$ cat config.mk
export PLATFORM = sky130hd
export DESIGN_NAME = i2c_fanout_hub
export DESIGN_NICKNAME = d
export VERILOG_FILES = /design/src/rtl/hub_pkg.sv /design/src/rtl/hub_rel_timer.sv /design/src/rtl/hub_en_gate.sv /design/src/rtl/hub_lane.sv /design/src/rtl/i2c_fanout_hub.sv
export SDC_FILE = /design/constraint.sdc
export NUM_CORES = 1
export LEC_CHECK = 0
export ABC_AREA = 1
export BUFFER_PORTS_ARGS = -buffer_cell sky130_fd_sc_hd__buf_2
export CORE_ASPECT_RATIO = 1.4
export CORE_MARGIN = 3
export CORE_UTILIZATION = 50
export CTS_CLUSTER_DIAMETER = 150
export DETAILED_ROUTE_END_ITERATION = 7
export PLACE_DENSITY = 0.73
export RECOVER_POWER = 100
export SLEW_MARGIN = 0
export SYNTH_ARGS = -nofsm -noshare
export SYNTH_HDL_FRONTEND = slang
export SYNTH_HIERARCHICAL = 1
export SYNTH_SLANG_ARGS = --single-unit
$ cat constraint.sdc
create_clock -name clk -period 1.97 [get_ports clk]
set_input_delay 0.394 -clock clk [delete_from_list [all_inputs] [get_ports clk]]
set_output_delay 0.394 -clock clk [all_outputs]
set_load 0.01 [all_outputs]
$ cat src/rtl/hub_pkg.sv
package hub_pkg;

    localparam int LANES    = 2;
    localparam int LANE_SDA = 0;
    localparam int LANE_SCL = 1;

    // one expansion signal pair: stage 1 (hold) and stage 2 (external owner)
    typedef struct packed {
        logic s1;
        logic s2;
    } xbus_t;

    // cycles covering a time span, rounded up, never below one
    function automatic int ns_to_cycles(int mhz, int ns);
        int c;
        c = (mhz * ns + 999) / 1000;
        return (c < 1) ? 1 : c;
    endfunction

endpackage

$ cat src/rtl/hub_rel_timer.sv
module hub_rel_timer #(
    parameter int LIMIT = 100
) (
    input  logic clk,
    input  logic rst,
    input  logic run,
    output logic done
);
    localparam int W = $clog2(LIMIT + 1);

    logic [W-1:0] cnt_q;

    assign done = run && (cnt_q == W'(LIMIT - 1));

    always_ff @(posedge clk) begin
        if (rst || !run || done) cnt_q <= '0;
        else                     cnt_q <= cnt_q + 1'b1;
    end

    assert_tmr_range_R5: assert property (@(posedge clk) disable iff (rst)
        cnt_q < W'(LIMIT));

endmodule

$ cat src/rtl/hub_en_gate.sv
module hub_en_gate #(
    parameter int NEN      = 4,
    parameter int IDLE_CYC = 200
) (
    input  logic           clk,
    input  logic           rst,
    input  logic           quiet,
    input  logic [NEN-1:0] en_req,
    output logic [NEN-1:0] en_act
);
    localparam int CW = $clog2(IDLE_CYC + 1);

    logic [CW-1:0]  cnt_q;
    logic [NEN-1:0] en_q;

    always_ff @(posedge clk) begin
        if (rst) begin
            cnt_q <= '0;
            en_q  <= '1;
        end else if (!quiet) begin
            cnt_q <= '0;
        end else if (cnt_q >= CW'(IDLE_CYC - 1)) begin
            en_q  <= en_req;
        end else begin
            cnt_q <= cnt_q + 1'b1;
        end
    end

    assign en_act = en_q;

    // enables move only at the end of a quiet stretch
    assert_en_idle_R8: assert property (@(posedge clk) disable iff (rst)
        !$stable(en_q) |-> $past(quiet));

endmodule

$ cat src/rtl/hub_lane.sv
module hub_lane
    import hub_pkg::*;
#(
    parameter int NPORT  = 5,
    parameter int TO_CYC = 100
) (
    input  logic             clk,
    input  logic             rst,
    input  logic [NPORT-1:0] en,
    input  logic [NPORT-1:0] line_in,
    output logic [NPORT-1:0] pull,
    input  xbus_t            xin,
    output xbus_t            xpull,
    output logic             quiet
);
    logic [NPORT-1:0] owner_q, owner_n;   // ports held low from outside
    logic [NPORT-1:0] relm_q, relm_n;     // last source, left undriven
    logic [NPORT-1:0] pull_q, pull_n;
    logic [NPORT-1:0] ext_low;
    logic             s1_q, s1_n, s2_q;
    logic             active, waiting, risen, tmo;

    always_comb begin
        ext_low = en & ~line_in & ~pull_q & ~owner_q;
        owner_n = en & ((owner_q & ~line_in) | ext_low);
        risen   = |(relm_q & line_in);
        waiting = s1_q && !(|owner_q) && xin.s2;
        s1_n    = (|owner_n) || (s1_q && !(waiting && (risen || tmo)));
        if (xin.s1 && xin.s2)
            relm_n = '0;
        else
            relm_n = en & ((relm_q & {NPORT{s2_q | xin.s2}})
                         | (owner_q & ~owner_n & {NPORT{~|owner_n}}));
        active  = !xin.s1 || !xin.s2;
        pull_n  = en & ~owner_n & ~relm_n & {NPORT{active}};
    end

    always_ff @(posedge clk) begin
        if (rst) begin
            owner_q <= '0;
            relm_q  <= '0;
            pull_q  <= '0;
            s1_q    <= 1'b0;
            s2_q    <= 1'b0;
        end else begin
            owner_q <= owner_n;
            relm_q  <= relm_n;
            pull_q  <= pull_n;
            s1_q    <= s1_n;
            s2_q    <= |owner_n;
        end
    end

    hub_rel_timer #(.LIMIT(TO_CYC)) u_tmr (
        .clk (clk),
        .rst (rst),
        .run (waiting && !risen),
        .done(tmo)
    );

    assign pull     = pull_q;
    assign xpull.s1 = s1_q;
    assign xpull.s2 = s2_q;
    assign quiet    = xin.s1 && xin.s2 && !(|owner_q) && !(|pull_q);

    assert_no_self_source_R11: assert property (@(posedge clk) disable iff (rst)
        (owner_q & pull_q) == '0);

    assert_s2_needs_s1_R3: assert property (@(posedge clk) disable iff (rst)
        s2_q |-> s1_q);

    assert_s1_after_s2_R5: assert property (@(posedge clk) disable iff (rst)
        $fell(s1_q) |-> $past(xin.s2));

    assert_release_order_R6: assert property (@(posedge clk) disable iff (rst)
        $fell(|pull_q) |-> $past(xin.s1 && xin.s2));

    for (genvar i = 0; i < NPORT; i++) begin : g_iso
        assert_isolated_R2: assert property (@(posedge clk) disable iff (rst)
            !en[i] |-> !pull_q[i]);
    end

endmodule

$ cat src/rtl/i2c_fanout_hub.sv
module i2c_fanout_hub
    import hub_pkg::*;
#(
    parameter int NPORT          = 5,
    parameter int CLK_MHZ        = 100,
    parameter int REL_TIMEOUT_NS = 1000,
    parameter int IDLE_CYC       = 200
) (
    input  logic             clk,
    input  logic             rst,
    input  logic [NPORT-2:0] en_req,
    input  logic [NPORT-1:0] sda_in,
    output logic [NPORT-1:0] sda_pull,
    input  logic [NPORT-1:0] scl_in,
    output logic [NPORT-1:0] scl_pull,
    input  logic             sda_xs1_in,
    output logic             sda_xs1_pull,
    input  logic             sda_xs2_in,
    output logic             sda_xs2_pull,
    input  logic             scl_xs1_in,
    output logic             scl_xs1_pull,
    input  logic             scl_xs2_in,
    output logic             scl_xs2_pull
);
    localparam int NEN    = NPORT - 1;
    localparam int TO_CYC = ns_to_cycles(CLK_MHZ, REL_TIMEOUT_NS);

    logic [NPORT-1:0] l_in   [LANES];
    logic [NPORT-1:0] l_pull [LANES];
    xbus_t            l_xin  [LANES];
    xbus_t            l_xpull[LANES];
    logic [LANES-1:0] l_quiet;
    logic [NEN-1:0]   en_act;
    logic [NPORT-1:0] en_full;

    assign en_full = {en_act, 1'b1};   // port 0 is always connected

    assign l_in[LANE_SDA]     = sda_in;
    assign l_in[LANE_SCL]     = scl_in;
    assign l_xin[LANE_SDA].s1 = sda_xs1_in;
    assign l_xin[LANE_SDA].s2 = sda_xs2_in;
    assign l_xin[LANE_SCL].s1 = scl_xs1_in;
    assign l_xin[LANE_SCL].s2 = scl_xs2_in;

    assign sda_pull     = l_pull[LANE_SDA];
    assign scl_pull     = l_pull[LANE_SCL];
    assign sda_xs1_pull = l_xpull[LANE_SDA].s1;
    assign sda_xs2_pull = l_xpull[LANE_SDA].s2;
    assign scl_xs1_pull = l_xpull[LANE_SCL].s1;
    assign scl_xs2_pull = l_xpull[LANE_SCL].s2;

    hub_en_gate #(.NEN(NEN), .IDLE_CYC(IDLE_CYC)) u_gate (
        .clk   (clk),
        .rst   (rst),
        .quiet (&l_quiet),
        .en_req(en_req),
        .en_act(en_act)
    );

    for (genvar l = 0; l < LANES; l++) begin : g_lane
        hub_lane #(.NPORT(NPORT), .TO_CYC(TO_CYC)) u_lane (
            .clk    (clk),
            .rst    (rst),
            .en     (en_full),
            .line_in(l_in[l]),
            .pull   (l_pull[l]),
            .xin    (l_xin[l]),
            .xpull  (l_xpull[l]),
            .quiet  (l_quiet[l])
        );
    end

endmodule

== After elaboration in Yosys (flattened, before gate mapping) ==
Index checks and enable logic that the tools add are counted.

* Bits in registers: 60
* Bits in latches: 0
* Bits in writable memories: 0
* Bits in read-only memories: 0
* Output and inout port bits: 14
* Word-level logic and storage cells: 120
* Memories: 0

* Add/sub/neg operators: 3
* Multipliers: 0
* Divide/modulo/power cells: 0
* Magnitude comparators: 1
* Equality and inequality tests: 2
* Shifts and indexed selects: 0
* Multiplexer cells: 2
* Bitwise gates (word level): 43
* Reduce and logical (&&, ||, !) cells: 55

{| class="wikitable"
|+ Operators with widths
! kind !! count
|-
| $and A5 B5 Y5 || 26
|-
| $not A5 Y5 || 10
|-
| $reduce_or A5 Y1 || 8
|-
| $or A5 B5 Y5 || 4
|-
| $logic_and A1 B1 Y1 || 18
|-
| $logic_not A1 Y1 || 16
|-
| $add A7 B1 Y7 const B || 2
|-
| $eq A7 B7 Y1 const B || 2
|-
| $logic_or A1 B1 Y1 || 10
|-
| $mux W5 || 2
|-
| $add A8 B1 Y8 const B || 1
|-
| $ge A8 B8 Y1 const B || 1
|-
| $reduce_and A3 Y1 || 1
|-
| $or A1 B1 Y1 || 2
|-
| $reduce_and A2 Y1 || 1
|-
| $reduce_or A2 Y1 || 1
|-
| $not A1 Y1 || 1
|}

== Longest topological paths before layout ==
Gate-level depths: netlist of the first run.

* Word-level depth: 15
* Mapped depth: 12
* Mapped depth without buffers: 12

== Modules after synthesis ==
Netlist of the first run, hierarchy kept.

{| class="wikitable"
|+ Modules (own cells, without submodules)
! module !! instances !! cells each !! area an instance (sq um) !! sequential area each (sq um)
|-
| hub_lane || 2 || 120 || 839.6 || 340.3
|-
| hub_rel_timer || 2 || 50 || 366.6 || 140.1
|-
| hub_en_gate || 1 || 79 || 551.8 || 240.2
|-
| i2c_fanout_hub || 1 || 3 || 11.3 || 0.0
|}

== Worst setup path after synthesis of the first run ==
No wires, ideal clock.

* Path type: reg2reg
* Start: register g_lane[0].u_lane.owner_q[1]
* End: register g_lane[0].u_lane.s1_q
* Setup time: 0.113 ns
* Arrival time: 1.365 ns
* Required time: 1.857 ns
* Slack: 0.492 ns
* Cell stages (with the launch flop): 11
* Period minus slack after synthesis: 1.478 ns
* Cell sequence: dfxtp_1 > nor3_1 > nand3_1 > nor4_1 > inv_2 > nor2_1 > nand2_2 > inv_1 > o21ai_0 > nand2_1 > nand2_1

* Word-level cells in the longest chain between the ends: 11
* Elaborated cells between the ends (all ways): 17
* Those cells by class: 5 x bitwise; 12 x reduce/logical

{| class="wikitable"
|+ Ends and longest elaborated chain
! element !! RTL line !! RTL
|-
| start, declared || hub_lane.sv:16 || <nowiki>logic [NPORT-1:0] owner_q, owner_n;</nowiki>
|-
| start signal, assigned || hub_lane.sv:46 || <nowiki>owner_q <= owner_n;</nowiki>
|-
| $reduce_or A5 Y1 || hub_lane.sv:27 || <nowiki>waiting = s1_q && !(|owner_q) && xin.s2;</nowiki>
|-
| $logic_not A1 Y1 || hub_lane.sv:27 ||
|-
| $logic_and A1 B1 Y1 (2 in a row) || hub_lane.sv:27 ||
|-
| $logic_and A1 B1 Y1 || hub_lane.sv:57 || <nowiki>.run (waiting && !risen),</nowiki>
|-
| $logic_and A1 B1 Y1 || hub_rel_timer.sv:13 || <nowiki>assign done = run && (cnt_q == W'(LIMIT - 1));</nowiki>
|-
| named net g_lane[0].u_lane.tmo || hub_lane.sv:21 || <nowiki>logic active, waiting, risen, tmo;</nowiki>
|-
| $logic_or A1 B1 Y1 || hub_lane.sv:28 || <nowiki>s1_n = (|owner_n) || (s1_q && !(waiting && (risen || tmo)));</nowiki>
|-
| $logic_and A1 B1 Y1 || hub_lane.sv:28 ||
|-
| $logic_not A1 Y1 || hub_lane.sv:28 ||
|-
| $logic_and A1 B1 Y1 || hub_lane.sv:28 ||
|-
| $logic_or A1 B1 Y1 || hub_lane.sv:28 ||
|-
| end signal, assigned || hub_lane.sv:49 || <nowiki>s1_q <= s1_n;</nowiki>
|-
| end, declared || hub_lane.sv:20 || <nowiki>logic s1_q, s1_n, s2_q;</nowiki>
|}

The timed path passes the listed nets, and every way through them passes these cells.
A chain may end at the register's enable or synchronous reset.

== Final worst setup path of the first run ==
* Start: register g_lane[0].u_lane.owner_q[1]
* End: register g_lane[0].u_lane.u_tmr.cnt_q[4]

* Word-level cells in the longest chain between the ends: 8
* Elaborated cells between the ends (all ways): 9
* Those cells by class: 9 x reduce/logical

{| class="wikitable"
|+ Ends and longest elaborated chain
! element !! RTL line !! RTL
|-
| $reduce_or A5 Y1 * || hub_lane.sv:27 ||
|-
| $logic_not A1 Y1 * || hub_lane.sv:27 ||
|-
| $logic_and A1 B1 Y1 * (2 in a row) || hub_lane.sv:27 ||
|-
| $logic_and A1 B1 Y1 * || hub_lane.sv:57 ||
|-
| $logic_not A1 Y1 || hub_rel_timer.sv:16 || <nowiki>if (rst || !run || done) cnt_q <= '0;</nowiki>
|-
| $logic_or A1 B1 Y1 || hub_rel_timer.sv:16 ||
|-
| $logic_or A1 B1 Y1 * || hub_rel_timer.sv:16 ||
|-
| end signal, assigned || hub_rel_timer.sv:17 || <nowiki>else cnt_q <= cnt_q + 1'b1;</nowiki>
|-
| end, declared || hub_rel_timer.sv:11 || <nowiki>logic [W-1:0] cnt_q;</nowiki>
|}

Mark *: on every way between the ends. The rest lies on a longest branch, timed or not.

==> flow_summary.json, run 1 <==
{
  "crit_path_end_kind": "register",
  "crit_required_ns": 2.18,
  "final_area_um2": 3350,
  "max_freq_mhz": 568,
  "rsz0062_at_grt": "false",
  "root_buffer": "clkbuf_8",
  "critPathMaxFanout": 7,
  "p_clk_frac": 0.400,
  "synthArstFlopShare": 0,
  "post-cts-setup-buffer-count": 0,
  "first_pass_iters": 4,
  "dp_hpwl_mm": 4.77,
  "gp_congestion": 0.854,
  "grt_max_degree": 11,
  "power_frac_seq": 0.502,
  "antenna_found_initial": 0,
  "postCtsResizedCells": 0,
  "area_delta_synth_final_pct": 12.7,
  "die-area_um2": 6930,
  "synth.area.top_cells": "dfxtp_1 (40%), nand2_1 (12%), inv_1 (8.1%)",
  "cts_buffer_depth": 2,
  "p_sw_mw": 0.651,
  "numClockSinks": 60,
  "io_buffers": 33,
  "p_sw_frac": 0.256,
  "synth_top_area_cell": "dfxtp_1",
  "core_area_um2": 5650,
  "finalSetupTns_ns": 0,
  "syn_avg_cell_area_um2": 7.05,
  "vdd_ir_drop_max_v": 0.000455,
  "ios": 34,
  "cts_hold_buf": 0,
  "seq_area_frac_synth": 0.404,
  "hp-class": "input pin to register",
  "hold_ws_ns": 0.349,
  "synth_cell_types": 30,
  "finalCritPeriodShare": 0.893,
  "clock_latency_ns": 0.33,
  "fin_crit_ns": 1.76,
  "hold_viol_final": 0,
  "place_area_um2": 3240,
  "maxCapViolCount": 0,
  "initial_core_util": 0.527,
  "cellLeakagePower_nw": 1.63,
  "layout.nets": 495,
  "cts.clk_slew.worst_paths_ns": 0.06,
  "gr-total-overflow": 0,
  "die_h_um": 97.3,
  "finalSetupViolations": 0,
  "r2r_slack_ns": 0.21,
  "cts_buffers": 9,
  "vias_per_cell": 5.03,
  "yosys.area.top_type_share": 0.404,
  "combPwrFrac": 0.098,
  "via_count": 2744,
  "synth_cells": 422,
  "tritoncts": "done",
  "grt_pass1_vias": 2619,
  "finClkSkew_ns": 0.00733,
  "postRouteAntennaNets": 0,
  "drive_above_1_share": 0.149,
  "synth_edf_count": 0,
  "die_x_um": 71.2,
  "rows": 32,
  "post_drt_wl_per_cell_um": 11.4,
  "grt_pass1_wl_mm": 10.7,
  "arrival_ns": 1.97,
  "startpoint_type": "register",
  "p_per_area_nw_per_um2": 759,
  "grt.total_usage": 0.191,
  "synthFlopType": "dfxtp_1",
  "critPathKind": "register to register",
  "ys_seq_elements": 60,
  "status": "completed",
  "yosys_warnings": 6,
  "synth_area_um2": 2980,
  "drc": 0,
  "htree_levels": 3,
  "finalMaxSlewViolations": 0,
  "num_antenna_cells": 0,
  "drt_iter0_drc": 139,
  "p_int_mw": 1.89,
  "finalWirelength_mm": 6.24
}
==> worst max-delay path: stages (launching register included) <==
cell     delay (ns)
dfxtp_1        0.33
nor3_1         0.21
nand3_1        0.17
nor4_1         0.31
inv_2          0.07
nor2_1         0.14
nand2_2        0.06
nand2_1        0.28
nor2_2         0.07
==> state kept, by name (all words and copies together) (netlist names) <==
signal	count
g_lane.u_lane/owner_q	10
g_lane.u_lane/s1_q	2
u_gate/cnt_q	8
g_lane.u_lane/u_tmr/cnt_q	14
g_lane.u_lane/s2_q	2
g_lane.u_lane/pull	10
u_gate/en_act	4
g_lane.u_lane/relm_q	10
==> layout by cell type (no fill, tap or decap), types with 3 or more instances in the layout <==
| cell type | instances |
|---|---|
| ha_1 | 3 |
| inv_1 | 64 |
| clkbuf_8 | 12 |
| conb_1 | 8 |
| nand2_1 | 99 |
| a21o_1 | 4 |
| nand3_1 | 48 |
| buf_2 | 19 |
| o21ai_0 | 5 |
| inv_2 | 5 |
| nor2_2 | 12 |
| a21oi_1 | 15 |
| nor3_1 | 6 |
| a21oi_2 | 3 |
| dfxtp_1 | 60 |
| o21bai_1 | 6 |
| nor2_1 | 52 |
| clkinv_2 | 3 |
| clkbuf_1 | 14 |
| nor2_4 | 4 |
| nand4_1 | 10 |
| buf_4 | 3 |
==> per-stage QoR <==
step	power, mW	util	setup slack, ns	std cells
global route	2.66	0.594	0.0941	545
finish	2.54	0.594	0.210	545
detailed placement	1.57	0.575	0.206	529
global placement	1.56	0.575	0.209	529
floorplan	1.48	-	0.492	429
CTS	2.59	0.608	0.294	545
==> cell type report <==
class / count / area (um2)
fillers: 558 / 2290
repair buffers: 36 / 170
inverters: 69 / 259
well taps: 68 / 85.1
clock buffers: 12 / 165
flip-flops and latches: 60 / 1200
multi-input cells: 296 / 1450
clock inverters: 4 / 22.5
==> per-layer routing <==
metal / track usage / up-vias / wire [um]
met5: 0 / - / 0
met4: 0.0926 / 0 / 124
met3: 0.0487 / 15 / 229
met2: 0.324 / 49 / 3120
met1: 0.216 / 1247 / 2760
li1: - / 1433 / -
==> synth_stat cells, drive strengths merged (3+ instances only) <==
cell and number:
nand2 103, inv 69, nor2 68, dfxtp 60, nand3 49, a21oi 18
nand4 10, o21ai 7, a21o 6, nor3 6, o21bai 6, buf 4
ha 3
==> power groups by stage <==
stage / Sequential, mW / Clock (mW) / Combinational, mW
after CTS: 1.28 / 1.05 / 0.263
after global placement: 1.30 / 0 / 0.258
after detailed placement: 1.30 / 0 / 0.262
final: 1.28 / 1.02 / 0.249
after global routing: 1.28 / 1.10 / 0.280
after floorplan: 1.31 / 0 / 0.175
==> logic make-up after synthesis <==
family          after synthesis  share of synthesized area
simple gates                241                      0.380
buf+inv                      73                     0.0971
flops                        60                      0.404
compound gates               40                     0.0938
xor+xnor                      4                     0.0118
fa+ha+maj                     3                     0.0126
other cells                   1                    0.00126
==> final timing paths <==
| path | depth (start not counted) | startpoint | end |
|---|---|---|---|
| max | 8 | g_lane[0].u_lane/owner_q[1] | g_lane[0].u_lane/u_tmr/cnt_q[4] |
| min | 3 | en_req[2] | u_gate/en_act[2] |
| max reg2reg | 8 | g_lane[0].u_lane/owner_q[1] | g_lane[0].u_lane/u_tmr/cnt_q[4] |
| min reg2reg | 1 | g_lane[1].u_lane/u_tmr/cnt_q[0] | g_lane[1].u_lane/u_tmr/cnt_q[0] |
Power figures use the tool's default switching activity.
==> run 2, diff against run 1 <==
--- a/config.mk
+++ b/config.mk
@@ -9,10 +9,10 @@
 export BUFFER_PORTS_ARGS = -buffer_cell sky130_fd_sc_hd__buf_2
 export CORE_ASPECT_RATIO = 1.4
 export CORE_MARGIN = 3
-export CORE_UTILIZATION = 50
+export CORE_UTILIZATION = 40
 export CTS_CLUSTER_DIAMETER = 150
 export DETAILED_ROUTE_END_ITERATION = 7
-export PLACE_DENSITY = 0.73
+export PLACE_DENSITY = 0.61
 export RECOVER_POWER = 100
 export SLEW_MARGIN = 0
 export SYNTH_ARGS = -nofsm -noshare
==> constraint.sdc (replaced) <==
create_clock -name clk -period 1.97 [get_ports clk]
set_input_delay 0.394 -clock clk [delete_from_list [all_inputs] [get_ports clk]]
set_output_delay 0.394 -clock clk [all_outputs]
set_load 0.005 [all_outputs]
==> run 2 against run 1 <==
Wire length increased by 3.3%. Non-clock buffer count down 1. Core utilization down 11 points. Combinational power shrank 3%. Global-route usage down 2.7 points. Final cell count grew 4.8%. Power grew 11%. Via count decreased by 2.3%. Sequential power hardly changed. Register-to-register slack gained 0.08 ns. Count of clock-buffer cells in the layout shrank 1.
==> flow_summary.json, run 2 (synthesis results as in run 1) <==
{
  "fin_crit_ns": 1.68,
  "rows": 36,
  "finalCritPeriodShare": 0.851,
  "layout_common_cells": "nand2_1 (98), inv_1 (64), dfxtp_1 (60), nor2_1 (53), nand3_1 (48)",
  "post-cts-setup-buffer-count": 0,
  "finalMaxSlewViolations": 0,
  "drc": 0,
  "rsz0062_at_grt": "false",
  "max_freq_mhz": 597,
  "finalSetupViolations": 0,
  "grt.total_usage": 0.164,
  "cts.clk_slew.worst_paths_ns": 0.07,
  "crit_path_end_kind": "register",
  "hold_viol_final": 0,
  "cellLeakagePower_nw": 1.66,
  "postCtsResizedCells": 0,
  "place_area_um2": 3270,
  "num_antenna_cells": 0,
  "root_buffer": "clkbuf_8",
  "cp_slowest_cell": "dfxtp_1",
  "numClockSinks": 60,
  "critPathKind": "register to register",
  "dp_hpwl_mm": 4.95,
  "grt_max_degree": 11,
  "clock_latency_ns": 0.34,
  "cts_buffers": 9,
  "gp_congestion": 0.857,
  "die-area_um2": 8520,
  "critPathMaxFanout": 7,
  "maxCapViolCount": 0,
  "area_delta_synth_final_pct": 15.4,
  "crit_family": "simple AND/OR/NAND/NOR gates",
  "htree_levels": 3,
  "post-route-util": 0.485,
  "finClkSkew_ns": 0.00808,
  "initial_core_util": 0.421,
  "p_per_area_nw_per_um2": 821,
  "cts_hold_buf": 0,
  "io_buffers": 33,
  "first_pass_iters": 5,
  "grt_pass1_wl_mm": 10.9,
  "antenna_found_initial": 0,
  "die_h_um": 108,
  "hold_ws_ns": 0.331,
  "largest_reg_flops": 14,
  "grt_pass1_vias": 2561,
  "die_x_um": 78.9,
  "max_stage_delay_ns": 0.34,
  "startpoint_type": "register",
  "ios": 34,
  "finalSetupTns_ns": 0,
  "crit_required_ns": 2.24,
  "cts_buffer_depth": 2,
  "core_area_um2": 7070,
  "layout_commonest_cell": "nand2_1",
  "timing.critical_path.cells": "nor3_1 > nand3_1 > nor2_1 > nand2_1 > inv_1 > nand2_1 > inv_1 > o21ai_0 > nor2_1",
  "status": "completed",
  "arrival_ns": 1.95,
  "nFillCells": 754,
  "drive_above_1_share": 0.160,
  "post_drt_wl_per_cell_um": 11.3,
  "vdd_ir_drop_max_v": 0.000365,
  "via_count": 2680,
  "regMostFlops": "g_lane.u_lane/u_tmr/cnt_q",
  "finalWirelength_mm": 6.44,
  "path_buf_inv": 2,
  "gr-total-overflow": 0,
  "layout.nets": 494,
  "final_area_um2": 3430,
  "vias_per_cell": 4.69,
  "postRouteAntennaNets": 0,
  "drt_iter0_drc": 111,
  "hp-class": "input pin to register",
  "tritoncts": "done"
}
[run 2: worst register-to-register path: cells and delay by family, from the launching register on]
kind                   cells  cell delay (ns)
and+or+nand+nor            6             0.84
DFF                        1             0.34
buffers and inverters      2             0.32
AOI/OAI and AO/OA          1             0.12
[run 2: layer usage]
layer  track usage  wire (um)
met1         0.175       2710
met2         0.292       3360
met3        0.0458        211
met4        0.0848        155
met5             0          0
[run 2: worst paths after layout]
path	from	endpoint	slack, ns	depth (start not counted)
min reg2reg	g_lane[0].u_lane/u_tmr/cnt_q[0]	g_lane[0].u_lane/u_tmr/cnt_q[0]	0.47	1
max	g_lane[0].u_lane/owner_q[1]	u_gate/cnt_q[4]	0.29	9
max reg2reg	g_lane[0].u_lane/owner_q[1]	u_gate/cnt_q[4]	0.29	9
min	en_req[1]	u_gate/en_act[1]	0.33	3
[run 2: cell type report]
| type | instances | area [um2] | share of cell area |
|---|---|---|---|
| multi-input cells | 296 | 1450 | 0.423 |
| clock buffers | 11 | 131 | 0.0383 |
| inverters | 69 | 259 | 0.0754 |
| well taps | 95 | 119 | 0.0346 |
| clock inverters | 5 | 100 | 0.0292 |
| flip-flops and latches | 60 | 1200 | 0.350 |
| repair buffers | 35 | 170 | 0.0496 |
[run 2: stage by stage]
| step | setup slack, ns | total power, mW | std cells |
|---|---|---|---|
| floorplan | 0.492 | 1.47 | 429 |
| global placement | 0.119 | 1.56 | 555 |
| detailed placement | 0.112 | 1.56 | 555 |
| CTS | 0.265 | 2.88 | 571 |
| global route | 0.0824 | 2.94 | 571 |
| finish | 0.294 | 2.82 | 571 |
[run 2: power breakdown]
| group | total (mW) | internal (mW) | switching (mW) |
|---|---|---|---|
| sequential | 1.28 | 1.25 | 0.0240 |
| clock | 1.30 | 0.837 | 0.465 |
| combinational | 0.242 | 0.0888 | 0.153 |
| total | 2.82 | 2.18 | 0.642 |
==> run 3, diff against run 2 <==
--- a/config.mk
+++ b/config.mk
@@ -9,12 +9,12 @@
 export BUFFER_PORTS_ARGS = -buffer_cell sky130_fd_sc_hd__buf_2
 export CORE_ASPECT_RATIO = 1.4
 export CORE_MARGIN = 3
-export CORE_UTILIZATION = 40
+export CORE_UTILIZATION = 35
 export CTS_CLUSTER_DIAMETER = 150
 export DETAILED_ROUTE_END_ITERATION = 7
-export PLACE_DENSITY = 0.61
+export PLACE_DENSITY = 0.55
 export RECOVER_POWER = 100
-export SLEW_MARGIN = 0
+export SLEW_MARGIN = 20
 export SYNTH_ARGS = -nofsm -noshare
 export SYNTH_HDL_FRONTEND = slang
 export SYNTH_HIERARCHICAL = 1
==> run 3 against run 2 <==
Wire length rose by 2.4%. Count of clock-buffer cells in the layout rose by 2. Clock skew fell by 0.0023 ns. Setup slack got worse by 0.019 ns. First-iteration DRC count fell by 21%. Power rose by 4.4%. Non-clock buffer count rose by 1. Critical path type unchanged. Highest routed layer unchanged.
==> flow_summary.json, run 3 (synthesis results as in run 1) <==
{
  "crit_required_ns": 2.18,
  "clock_latency_ns": 0.33,
  "gr-total-overflow": 0,
  "dpl_worst_slack_ns": 0.154,
  "finalSetupTns_ns": 0,
  "finalCritPeriodShare": 0.861,
  "hold_viol_final": 0,
  "crit_path_end_kind": "register",
  "drc": 0,
  "tritoncts": "done",
  "drt_iter0_drc": 88,
  "gp_congestion": 0.875,
  "layout_common_cells": "nand2_1 (98), inv_1 (64), dfxtp_1 (60), nor2_1 (50), nand3_1 (48)",
  "busiest_layer": "met2",
  "layout_commonest_cell": "nand2_1",
  "vdd_ir_drop_max_v": 0.000464,
  "hold_path_depth": 3,
  "area_delta_synth_final_pct": 17.5,
  "grt.total_usage": 0.148,
  "critPathMaxFanout": 7,
  "io_buffers": 33,
  "status": "completed",
  "core_area_um2": 8200,
  "met3_usage": 0.0351,
  "initial_core_util": 0.363,
  "r2r_slack_ns": 0.27,
  "total_power_mw": 2.94,
  "finalSetupViolations": 0,
  "largest_reg_flops": 14,
  "dp_hpwl_mm": 5.04,
  "rr_worst_depth": 8,
  "holdPathEnd": "u_gate/en_act[1]",
  "postRouteAntennaNets": 0,
  "cts_hold_buf": 0,
  "layout.nets": 495,
  "reg2reg_to": "g_lane[0].u_lane/u_tmr/cnt_q[4]",
  "cts.clk_slew.worst_paths_ns": 0.05,
  "root_buffer": "clkbuf_16",
  "timing.rr.start": "g_lane[0].u_lane/owner_q[1]",
  "p_sw_frac": 0.235,
  "path_buf_inv": 1,
  "p_per_area_nw_per_um2": 842,
  "gr-usage-met2": 0.247,
  "vias_per_cell": 4.62,
  "first_pass_iters": 4,
  "crit_family": "simple AND/OR/NAND/NOR gates",
  "cp_slowest_cell": "dfxtp_1",
  "place_area_um2": 3290,
  "startpoint_type": "register",
  "cellLeakagePower_nw": 1.69,
  "ios": 34,
  "die_h_um": 115,
  "critPathKind": "register to register",
  "via_count": 2673,
  "grt_pass1_wl_mm": 11.3,
  "final_area_um2": 3490,
  "max_freq_mhz": 590,
  "arrival_ns": 1.91,
  "regMostFlops": "g_lane.u_lane/u_tmr/cnt_q",
  "max_stage_delay_ns": 0.33,
  "finClkSkew_ns": 0.00583,
  "cts_buffer_depth": 2,
  "timing.critical_path.cells": "nor3_1 > nand3_1 > nor4_1 > inv_2 > nor2_1 > nand2_2 > nand2_2 > nor2_2",
  "hp-start": "en_req[1]",
  "htree_levels": 3,
  "grt.met1_usage": 0.170,
  "drive_above_1_share": 0.168,
  "setup_ws_ns": 0.275,
  "p_int_mw": 2.25,
  "post_drt_wl_per_cell_um": 11.4,
  "post-route-util": 0.426,
  "p_sw_mw": 0.692,
  "crit_start": "g_lane[0].u_lane/owner_q[1]",
  "hp-class": "input pin to register",
  "fin_crit_ns": 1.70,
  "rows": 39,
  "post-cts-setup-buffer-count": 0,
  "p_clk_frac": 0.483,
  "grt_pass1_vias": 2583,
  "die-area_um2": 9660,
  "postCtsResizedCells": 0,
  "power_frac_seq": 0.434,
  "numClockSinks": 60,
  "cpMostUsedCell": "nand2_2",
  "maxCapViolCount": 0,
  "die_x_um": 83.9,
  "grt_max_degree": 13,
  "cts_buffers": 9,
  "combPwrFrac": 0.082,
  "antenna_found_initial": 0,
  "num_antenna_cells": 0,
  "rsz0062_at_grt": "false",
  "finalMaxSlewViolations": 0,
  "finalWirelength_mm": 6.60
}
==> run 3: cell types whose count changed in the layout (fill, tap and decap cells not counted) <==
| cell | previous run | this run |
|---|---|---|
| a21oi_1 | 13 | 12 |
| a21oi_2 | 5 | 6 |
| buf_4 | 2 | 3 |
| bufinv_16 | 3 | 0 |
| clkbuf_16 | 0 | 9 |
| clkbuf_8 | 9 | 2 |
| nor2_1 | 53 | 50 |
| nor2_2 | 11 | 15 |
| nor2_4 | 4 | 3 |
==> run 3: power by group through the flow <==
stage | clock network [mW] | logic, mW | registers (mW)
floorplan | 0 | 0.172 | 1.30
global placement | 0 | 0.257 | 1.30
detailed placement | 0 | 0.258 | 1.30
CTS | 1.47 | 0.259 | 1.28
global route | 1.53 | 0.279 | 1.28
finish | 1.42 | 0.242 | 1.28
==> run 3: cell type report <==
type	count	area (um2)
well taps	102	128
clock buffers	13	260
flip-flops and latches	60	1200
fillers	885	4700
repair buffers	36	178
clock inverters	2	10.0
inverters	69	259
multi-input cells	296	1460
==> run 3: stage by stage <==
step	instances	hold WS (ns)
6_report	578	0.352
5_1_grt	578	0.374
4_1_cts	578	0.335
3_5_place_dp	563	0.457
3_3_place_gp	563	0.452
2_1_floorplan	429	0.439
==> run 3: layer usage <==
metal | share of wire | vias up
met3 | 0.033 | 10
met4 | 0.025 | 0
met1 | 0.45 | 1192
met2 | 0.50 | 39
met5 | 0 | -
li1 | - | 1432
==> run 3: worst max path at each step <==
stage,end,depth (start not counted),slack [ns]
finish,g_lane[0].u_lane/u_tmr/cnt_q[4],8,0.27
global route,u_gate/cnt_q[4],9,0.05
CTS,g_lane[0].u_lane/s1_q,10,0.23
detailed placement,u_gate/cnt_q[4],11,0.15
global placement,u_gate/cnt_q[4],11,0.16
floorplan,g_lane[0].u_lane/s1_q,10,0.49
==> run 3: worst min-delay path, delay by kind of cell <==
kind | cells | cell delay, ns
buffers and inverters | 1 | 0.09
AND/OR/NAND/NOR | 2 | 0.16
